<file path="src/rtl/octc_pkg.sv">
package octc_pkg;
  localparam int ADDR_W = 2;
  localparam logic [ADDR_W-1:0] ADR_CTRL = 2'd0;
  localparam logic [ADDR_W-1:0] ADR_STGA = 2'd1;
  localparam logic [ADDR_W-1:0] ADR_STGB = 2'd2;
  localparam logic [ADDR_W-1:0] ADR_CMD  = 2'd3;

  localparam int CMD_FORCE_A = 0;
  localparam int CMD_FORCE_B = 1;
  localparam int CMD_CLEAR   = 2;

  typedef struct packed {
    logic frz_en;
    logic route_trig;
    logic flag_en;
    logic pol;
    logic run;
  } ctrl_t;
endpackage

</file>
<file path="src/rtl/octc_regs.sv">
module octc_regs
  import octc_pkg::*;
#(
  parameter int DATA_W = 16,
  parameter int PSC_W  = 4
) (
  input  logic              clk,
  input  logic              rst_n,
  input  logic              wr_en,
  input  logic [ADDR_W-1:0] wr_addr,
  input  logic [DATA_W-1:0] wr_data,
  input  logic              freeze_in,
  output ctrl_t             ctrl,
  output logic [PSC_W-1:0]  presc,
  output logic [DATA_W-1:0] stg_a,
  output logic [DATA_W-1:0] stg_b,
  output logic              frozen,
  output logic              force_a,
  output logic              force_b,
  output logic              clr_flag
);
  localparam int POL_BIT = PSC_W + 1;
  localparam int FEN_BIT = PSC_W + 2;
  localparam int RTE_BIT = PSC_W + 3;
  localparam int FRZ_BIT = PSC_W + 4;

  ctrl_t            ctrl_q;
  logic [PSC_W-1:0] presc_q;
  logic             cmd_wr;

  always_ff @(posedge clk) begin
    if (!rst_n) begin
      ctrl_q  <= '0;
      presc_q <= '0;
      stg_a   <= '0;
      stg_b   <= '0;
    end else if (wr_en) begin
      case (wr_addr)
        ADR_CTRL: begin
          ctrl_q.run        <= wr_data[0];
          presc_q           <= wr_data[PSC_W:1];
          ctrl_q.pol        <= wr_data[POL_BIT];
          ctrl_q.flag_en    <= wr_data[FEN_BIT];
          ctrl_q.route_trig <= wr_data[RTE_BIT];
          ctrl_q.frz_en     <= wr_data[FRZ_BIT];
        end
        ADR_STGA: stg_a <= wr_data;
        ADR_STGB: stg_b <= wr_data;
        default: ;
      endcase
    end
  end

  assign ctrl   = ctrl_q;
  assign presc  = presc_q;
  assign frozen = ctrl_q.frz_en & freeze_in;
  // command strobes act at this edge and are dropped while frozen
  assign cmd_wr   = wr_en & (wr_addr == ADR_CMD) & ~frozen;
  assign force_a  = cmd_wr & wr_data[CMD_FORCE_A];
  assign force_b  = cmd_wr & wr_data[CMD_FORCE_B];
  assign clr_flag = cmd_wr & wr_data[CMD_CLEAR];

  // control word returns to zero out of reset
  p_ctrl_reset_r1: assert property (@(posedge clk) $rose(rst_n) |-> (ctrl_q == '0 && presc_q == '0));
endmodule

</file>
<file path="src/rtl/octc_timebase.sv">
module octc_timebase #(
  parameter int CNT_W = 16,
  parameter int PSC_W = 4
) (
  input  logic             clk,
  input  logic             rst_n,
  input  logic             run,
  input  logic             tick_en,
  input  logic             frozen,
  input  logic [PSC_W-1:0] presc,
  output logic [CNT_W-1:0] cnt,
  output logic             tick,
  output logic             wrap
);
  localparam logic [CNT_W-1:0] CNT_MAX = {CNT_W{1'b1}};

  logic [PSC_W-1:0] psc_q;
  logic [CNT_W-1:0] cnt_q;
  logic             step;

  assign step = run & tick_en & ~frozen;
  assign tick = step & (psc_q >= presc);
  assign wrap = tick & (cnt_q == CNT_MAX);

  always_ff @(posedge clk) begin
    if (!rst_n) begin
      psc_q <= '0;
      cnt_q <= '0;
    end else begin
      if (step) psc_q <= tick ? '0 : psc_q + 1'b1;
      if (tick) cnt_q <= cnt_q + 1'b1;
    end
  end

  assign cnt = cnt_q;

  // a stopped channel keeps its count
  p_hold_r2: assert property (@(posedge clk) disable iff (!rst_n) !run |=> $stable(cnt_q));
  // each tick advances by exactly one
  p_step_r2: assert property (@(posedge clk) disable iff (!rst_n)
    (tick && cnt_q != CNT_MAX) |=> cnt_q == CNT_W'($past(cnt_q) + 1'b1));
  // rollover lands on zero
  p_wrap_zero_r3: assert property (@(posedge clk) disable iff (!rst_n) wrap |=> cnt_q == '0);
  // frozen prescaler and counter stay put
  p_frz_cnt_r10: assert property (@(posedge clk) disable iff (!rst_n)
    frozen |=> ($stable(cnt_q) && $stable(psc_q)));
endmodule

</file>
<file path="src/rtl/octc_compare.sv">
module octc_compare #(
  parameter int CNT_W  = 16,
  parameter int DATA_W = 16
) (
  input  logic              clk,
  input  logic              rst_n,
  input  logic [CNT_W-1:0]  cnt,
  input  logic              tick,
  input  logic              wrap,
  input  logic              frozen,
  input  logic [DATA_W-1:0] stg_a,
  input  logic [DATA_W-1:0] stg_b,
  input  logic              pol,
  input  logic              flag_en,
  input  logic              force_a,
  input  logic              force_b,
  input  logic              clr_flag,
  output logic              out,
  output logic              flag
);
  logic [CNT_W-1:0] act_a, act_b;
  logic             hit_a, hit_b, ev_a, ev_b;
  logic             out_q, flag_q;

  always_ff @(posedge clk) begin
    if (!rst_n) begin
      act_a <= '0;
      act_b <= '0;
    end else if (wrap) begin
      act_a <= stg_a[CNT_W-1:0];
      act_b <= stg_b[CNT_W-1:0];
    end
  end

  assign hit_a = tick & (cnt == act_a);
  assign hit_b = tick & (cnt == act_b);
  assign ev_a  = hit_a | force_a;
  assign ev_b  = hit_b | force_b;

  always_ff @(posedge clk) begin
    if (!rst_n) begin
      out_q  <= 1'b0;
      flag_q <= 1'b0;
    end else begin
      if (ev_b)      out_q <= ~pol;
      else if (ev_a) out_q <= pol;
      if ((hit_a | hit_b) & flag_en) flag_q <= 1'b1;
      else if (clr_flag)             flag_q <= 1'b0;
    end
  end

  assign out  = out_q;
  assign flag = flag_q;

  // an A-only event leaves the polarity level on the pin
  p_a_level_r4: assert property (@(posedge clk) disable iff (!rst_n)
    (ev_a && !ev_b) |=> out_q == $past(pol));
  // B wins whenever it fires
  p_b_wins_r5: assert property (@(posedge clk) disable iff (!rst_n)
    ev_b |=> out_q == !$past(pol));
  // without a real match the flag cannot rise
  p_no_fake_flag_r6: assert property (@(posedge clk) disable iff (!rst_n)
    (!flag_q && !hit_a && !hit_b) |=> !flag_q);
  // active values move only on rollover
  p_active_hold_r7: assert property (@(posedge clk) disable iff (!rst_n)
    !wrap |=> ($stable(act_a) && $stable(act_b)));
  // flag is sticky until cleared
  p_flag_sticky_r8: assert property (@(posedge clk) disable iff (!rst_n)
    (flag_q && !clr_flag) |=> flag_q);
  // pin and flag hold during freeze
  p_frz_pin_r10: assert property (@(posedge clk) disable iff (!rst_n)
    frozen |=> ($stable(out_q) && $stable(flag_q)));
endmodule

</file>
<file path="src/rtl/octc_channel.sv">
module octc_channel
  import octc_pkg::*;
#(
  parameter int CNT_W  = 16,
  parameter int DATA_W = 16,
  parameter int PSC_W  = 4
) (
  input  logic              clk,
  input  logic              rst_n,
  input  logic              wr_en,
  input  logic [1:0]        wr_addr,
  input  logic [DATA_W-1:0] wr_data,
  input  logic              freeze_in,
  input  logic              tick_en,
  output logic              cmp_out,
  output logic              flag,
  output logic              irq_req,
  output logic              trig_req
);
  ctrl_t             ctrl;
  logic [PSC_W-1:0]  presc;
  logic [DATA_W-1:0] stg_a, stg_b;
  logic              frozen, force_a, force_b, clr_flag;
  logic [CNT_W-1:0]  cnt;
  logic              tick, wrap;

  octc_regs #(.DATA_W(DATA_W), .PSC_W(PSC_W)) u_regs (
    .clk(clk), .rst_n(rst_n), .wr_en(wr_en), .wr_addr(wr_addr), .wr_data(wr_data),
    .freeze_in(freeze_in), .ctrl(ctrl), .presc(presc), .stg_a(stg_a), .stg_b(stg_b),
    .frozen(frozen), .force_a(force_a), .force_b(force_b), .clr_flag(clr_flag));

  octc_timebase #(.CNT_W(CNT_W), .PSC_W(PSC_W)) u_tb (
    .clk(clk), .rst_n(rst_n), .run(ctrl.run), .tick_en(tick_en), .frozen(frozen),
    .presc(presc), .cnt(cnt), .tick(tick), .wrap(wrap));

  octc_compare #(.CNT_W(CNT_W), .DATA_W(DATA_W)) u_cmp (
    .clk(clk), .rst_n(rst_n), .cnt(cnt), .tick(tick), .wrap(wrap), .frozen(frozen),
    .stg_a(stg_a), .stg_b(stg_b), .pol(ctrl.pol), .flag_en(ctrl.flag_en),
    .force_a(force_a), .force_b(force_b), .clr_flag(clr_flag),
    .out(cmp_out), .flag(flag));

  assign irq_req  = flag & ctrl.flag_en & ~ctrl.route_trig;
  assign trig_req = flag & ctrl.flag_en &  ctrl.route_trig;

  // one destination at a time
  p_one_route_r9: assert property (@(posedge clk) disable iff (!rst_n) !(irq_req && trig_req));
endmodule

</file>
<file path="config.mk">
export PLATFORM = sky130hd
export DESIGN_NAME = octc_channel
export DESIGN_NICKNAME = d
export VERILOG_FILES = /design/src/rtl/octc_pkg.sv /design/src/rtl/octc_regs.sv /design/src/rtl/octc_timebase.sv /design/src/rtl/octc_compare.sv /design/src/rtl/octc_channel.sv
export SDC_FILE = /design/constraint.sdc
export NUM_CORES = 1
export LEC_CHECK = 0
export BUFFER_PORTS_ARGS = -buffer_cell sky130_fd_sc_hd__clkbuf_2
export CORE_MARGIN = 2
export CORE_UTILIZATION = 30
export CTS_CLUSTER_SIZE = 28
export DETAILED_ROUTE_END_ITERATION = 7
export HOLD_SLACK_MARGIN = 0.02
export PLACE_DENSITY_LB_ADDON = 0.05
export SLEW_MARGIN = 20
export SYNTH_ARGS = -nofsm -noshare
export SYNTH_HDL_FRONTEND = slang
export SYNTH_SLANG_ARGS = --single-unit
export TNS_END_PERCENT = 50
</file>
<file path="constraint.sdc">
create_clock -name clk -period 3.79 [get_ports clk]
set_input_delay 0 -clock clk [delete_from_list [all_inputs] [get_ports clk]]
set_output_delay 0 -clock clk [all_outputs]
set_load 0.005 [all_outputs]
</file>
==> Word-level counts from Yosys, hierarchy flattened <==
Cells that the tools add are included.
W data, S select, Z words.
{ "word_totals": {"inputBits": 23, "output_inout_bits": 4, "ff_bits": 95} }
{ "op_classes": {"n_reduce_logical": 6, "bitwise_logic": 22, "n_addsub": 2, "n_eq_ne": 6, "magnitude_cmp": 1, "muxes": 5} }
{ "ops": {"columns": ["cell", "count"], "rows": [
  ["$eq A16 B16 Y1", 2],
  ["$add A16 B1 Y16 const B", 1],
  ["$and A1 B1 Y1", 16],
  ["$eq A16 B16 Y1 const B", 1],
  ["$reduce_and A2 Y1", 3],
  ["$add A4 B1 Y4 const B", 1],
  ["$eq A2 B2 Y1 const B", 2],
  ["$ge A4 B4 Y1", 1],
  ["$mux W1", 4],
  ["$mux W4", 1],
  ["$reduce_bool A2 Y1", 2],
  ["$not A1 Y1", 3],
  ["$or A1 B1 Y1", 3],
  ["$eq A2 B1 Y1 const B", 1],
  ["$logic_not A2 Y1", 1]
]} }

==> Longest topological paths before layout <==
{ "logic_depth": {"depth_word": 8, "mapped_depth": 11} }

==> Cells and area by module <==
A second synthesis with hierarchy kept.
{ "hier_totals": {"cells_unflattened": 455, "area_unflattened_um2": 4543.1} }
{ "modules_own_cells": {"columns": ["mod", "area_per_inst_um2", "cells_each", "instances"], "rows": [
  ["octc_compare", 1655.3, 159, 1],
  ["octc_regs", 1577.8, 158, 1],
  ["octc_timebase", 1293.7, 136, 1],
  ["octc_channel", 16.3, 2, 1]
]} }

==> Least setup slack after synthesis <==
Ideal clock, no wire load.
{ "synth_path": {"path_kind": "reg-to-reg", "startpoint": "register u_tb.psc_q[0]", "endpoint": "register u_cmp.act_a[10]", "slack_ps": 1656, "t_arrival_ps": 1990, "required_time_ps": 3647, "n_path_buf": 3, "path_stages_with_launch": 12, "setup_time_ps": 143, "path_cell_list": "dfxtp_1 inv_1 ha_1 nand2b_1 a21o_1 a211o_1 buf_2 and4_4 buf_12 buf_12 nand3_2 a21oi_2"} }
{ "synth_between": {"elab_chain_cells": 3} }
{ "synth_rtl": {"columns": ["element", "line_no", "text"], "rows": [
  ["from (decl)", "octc_timebase.sv:17", "logic [PSC_W-1:0] psc_q;"],
  ["from (signal assigned)", "octc_timebase.sv:30", "if (step) psc_q <= tick ? '0 : psc_q + 1'b1;"],
  ["$ge A4 B4 Y1", "octc_timebase.sv:22", "assign tick = step & (psc_q >= presc);"],
  ["$and A1 B1 Y1", "octc_timebase.sv:22", null],
  ["$and A1 B1 Y1", "octc_timebase.sv:23", "assign wrap = tick & (cnt_q == CNT_MAX);"],
  ["to (signal assigned)", "octc_compare.sv:30", "act_a <= stg_a[CNT_W-1:0];"],
  ["to (decl)", "octc_compare.sv:21", "logic [CNT_W-1:0] act_a, act_b;"]
]} }
No other way between the ends.
A chain may end at the register's enable or synchronous reset.

==> Final worst setup path <==
{ "layout_path": {"startpoint": "register u_tb.psc_q[0]", "endpoint": "register u_tb.cnt_q[14] (netlist: u_tb.cnt[14])"} }
{ "layout_between": {"elab_chain_cells": 2} }
{ "layout_rtl": {"columns": ["element", "line_no", "text"], "rows": [
  ["$ge A4 B4 Y1", "octc_timebase.sv:22", null],
  ["$and A1 B1 Y1", "octc_timebase.sv:22", null],
  ["to (signal assigned)", "octc_timebase.sv:31", "if (tick) cnt_q <= cnt_q + 1'b1;"],
  ["to (decl)", "octc_timebase.sv:18", "logic [CNT_W-1:0] cnt_q;"]
]} }
No other way between the ends.

==> results.yml <==
run_status:
  outcome: "complete, no violations"
layout:
  final_nets: 555
  nFillCells: 1561
  stdcell_area_um2: 5150
  syn2layout_area_growth_pct: 15.2
  diodes: 0
  drive_gt1_frac: 0.217
timing:
  finalHoldViolations: 0
  fin_crit_sh: 0.654
  maxSlewHeadroom: 0.320
  tns_ns: 0
  finalSetupViolCount: 0
  rsz0062_at_grt: "false"
  finalMaxSlewViolations: 0
  fmax_mhz: 403
  fin_crit_ns: 2.48
  worst_slew_pin_slew_ns: 1.02
  fin_skew_ns: 0.00678
logic_synthesis:
  synth_ff_type: "dfxtp_1"
  yosysTopAreaCell: "dfxtp_1"
  synthCells: 505
  avgSynthCellArea_um2: 8.86
  synth_top_area_frac: 0.425
  syn_area_um2: 4470
  synthArstFlopShare: 0
  synth_edf_count: 0
  netlist_top_cells_count: "dfxtp_1, nand2_1, a21oi_1"
  synth-seq-cells: 95
  synthTopCellsByArea: "dfxtp_1, nand3_2, nand2_1, xnor2_1, a21oi_2"
  synth.most_common_cell: "dfxtp_1"
  ys_warn_count: 0
  yosys.cell_types.count: 41
  syn_nets: 534
  ys_seq_area_frac: 0.425
pwr:
  irDropWorstVdd_uv: 192
  p_per_area_nw_per_um2: 413
  power_leakage_nw: 1.63
setup_path:
  cp-start-kind: "flip-flop"
  crit_path_max_fanout: 36
  cp-end-kind: "flip-flop"
  reg2reg_slack_ns: 1.31
  r2r-start: "u_tb.psc_q[0]"
  reg2reg_to: "u_tb.cnt[14]"
  cp_data_arrival_time_ns: 2.76
  crit_required_ns: 4.07
  worstSetupPathType: "flip-flop to flip-flop"
  ff2ff_path_depth: 8
min_path:
  whs_endpoint: "u_tb.psc_q[0]"
  hp-start: "freeze_in"
  holdPathStages: 4
  hp-class: "input pin to flip-flop"
drt:
  wire_per_inst_um: 16.7
  first_iter_violations: 223
  firstDrtPassIters: 4
  drc: 0
  top_layer: "met4"
  via_per_inst: 4.96
  wl_met2_um: 5080
  wirelength_um: 11900
  dr_wl_met3_um: 298
  vias: 3544
  antenna_left: 0
  drt-met1-wl_um: 6350
floorplan:
  core_area_um2: 14500
  fp.dieH_um: 126
  die_x_um: 126
  start_util: 0.308
  num_rows: 44
  io_pins: 27
  die_area_um2: 15900
clocking:
  cts_buffer_depth: 2
  htreeDepth: 3
  cts_root_buf: "clkbuf_16"
  clock_sinks: 95
  cts_made_buffers: 9
  postCtsSetupRepairBufs: 0
  path_clk_slew_ns: 0.07
  clock_latency_ns: 0.35
  cts_tree: "done"
global_route:
  gr-usage-all-layers: 0.157
  first_global_vias: 3494
  antenna_found_initial: 0
  overflow: 0
  grt_pass1_wl_um: 19500
  grt_max_degree: 62
job:
  maxCapViolCount: 0
placement:
  port_buffers: 26
  placed_area_um2: 4660
  gp_congestion: 0.759
  hpwl_um: 8100
metal layers:
layer  GRT usage  vias up
li1            -     1772
met1       0.232     1708
met2       0.225       50
met3      0.0280       14
met4      0.0595        0
met5           0        -
state kept, by name (all words and copies together) (netlist names):
register / count
u_regs.presc: 4
u_cmp.act_a: 16
u_regs.stg_a: 16
u_cmp.act_b: 16
u_tb.psc_q: 4
u_regs.stg_b: 16
u_regs.ctrl: 5
u_cmp.flag: 1
u_tb.cnt: 16
u_cmp.out: 1
metrics by stage:
stage	std cells	hold WS (ns)	setup slack, ns	total power (W)	util
after detailed placement	682	0.245	1.28	0.00114	0.320
after global routing	715	0.0906	1.04	0.00221	0.354
after CTS	715	0.0682	1.28	0.00216	0.354
final	715	0.0689	1.31	0.00213	0.354
after global placement	682	0.242	1.31	0.00114	0.320
after floorplan	505	0.136	1.66	0.00110	-
worst max-delay path: stages (launching register included):
cell and delay (ns):
dfxtp_1 0.39, inv_1 0.06, ha_1 0.26, nand2b_1 0.09
a21o_1 0.11, a211o_1 0.35, nand4_4 0.47, or3_1 0.51
a21oi_1 0.14
worst max-delay path by stage:
stage                   from              end  slack, ns  cells after the start
6_report       u_tb.psc_q[0]     u_tb.cnt[14]       1.31                      8
5_1_grt        u_tb.psc_q[0]     u_tb.cnt[14]       1.04                      8
4_1_cts        u_tb.psc_q[0]     u_tb.cnt[14]       1.28                      8
3_5_place_dp   u_tb.psc_q[0]     u_tb.cnt[14]       1.28                      8
3_3_place_gp   u_tb.psc_q[0]     u_tb.cnt[14]       1.31                      8
2_1_floorplan  u_tb.psc_q[0]  u_cmp.act_a[10]       1.66                     11
logic make-up after synthesis:
group           count (synthesis)  synth area share
fa+ha+maj                       6            0.0168
simple gates                  185             0.231
compound gates                127             0.174
buf+inv                        43            0.0548
xor+xnor                       42            0.0823
flops                          95             0.425
mux                             7            0.0157
placed cells by master (no fill, tap or decap), drive strengths merged, types with 13 or more instances in the layout:
cell,count
nor2,26
dlygate4sd3,17
o21ai,40
dfxtp,95
nand3,38
clkbuf,35
xnor2,34
nand2,81
a21oi,78
nand4,13
layout make-up:
class | instances | area, µm² | share of cell area
Multi-Input combinational cell | 367 | 2330 | 0.453
Sequential cell | 95 | 1900 | 0.369
Timing Repair Buffer | 46 | 335 | 0.0651
Tap cell | 184 | 230 | 0.0447
Clock buffer | 9 | 225 | 0.0437
Clock inverter | 7 | 96.3 | 0.0187
Inverter | 7 | 28.8 | 0.00559
report_power, final:
part	internal, W	total (W)	switching, W
Combinational	0.0000404	0.000106	0.0000658
Sequential	0.00101	0.00103	0.0000121
Clock	0.000579	0.000994	0.000414
repair_timing:
item	4_1_cts	5_1_grt
endpoints found under the hold margin	47	0
setup endpoints to repair	0	0
resized for setup	0	0
hold buffers	17	0
Note: power is estimated with default switching activity, not from simulation.
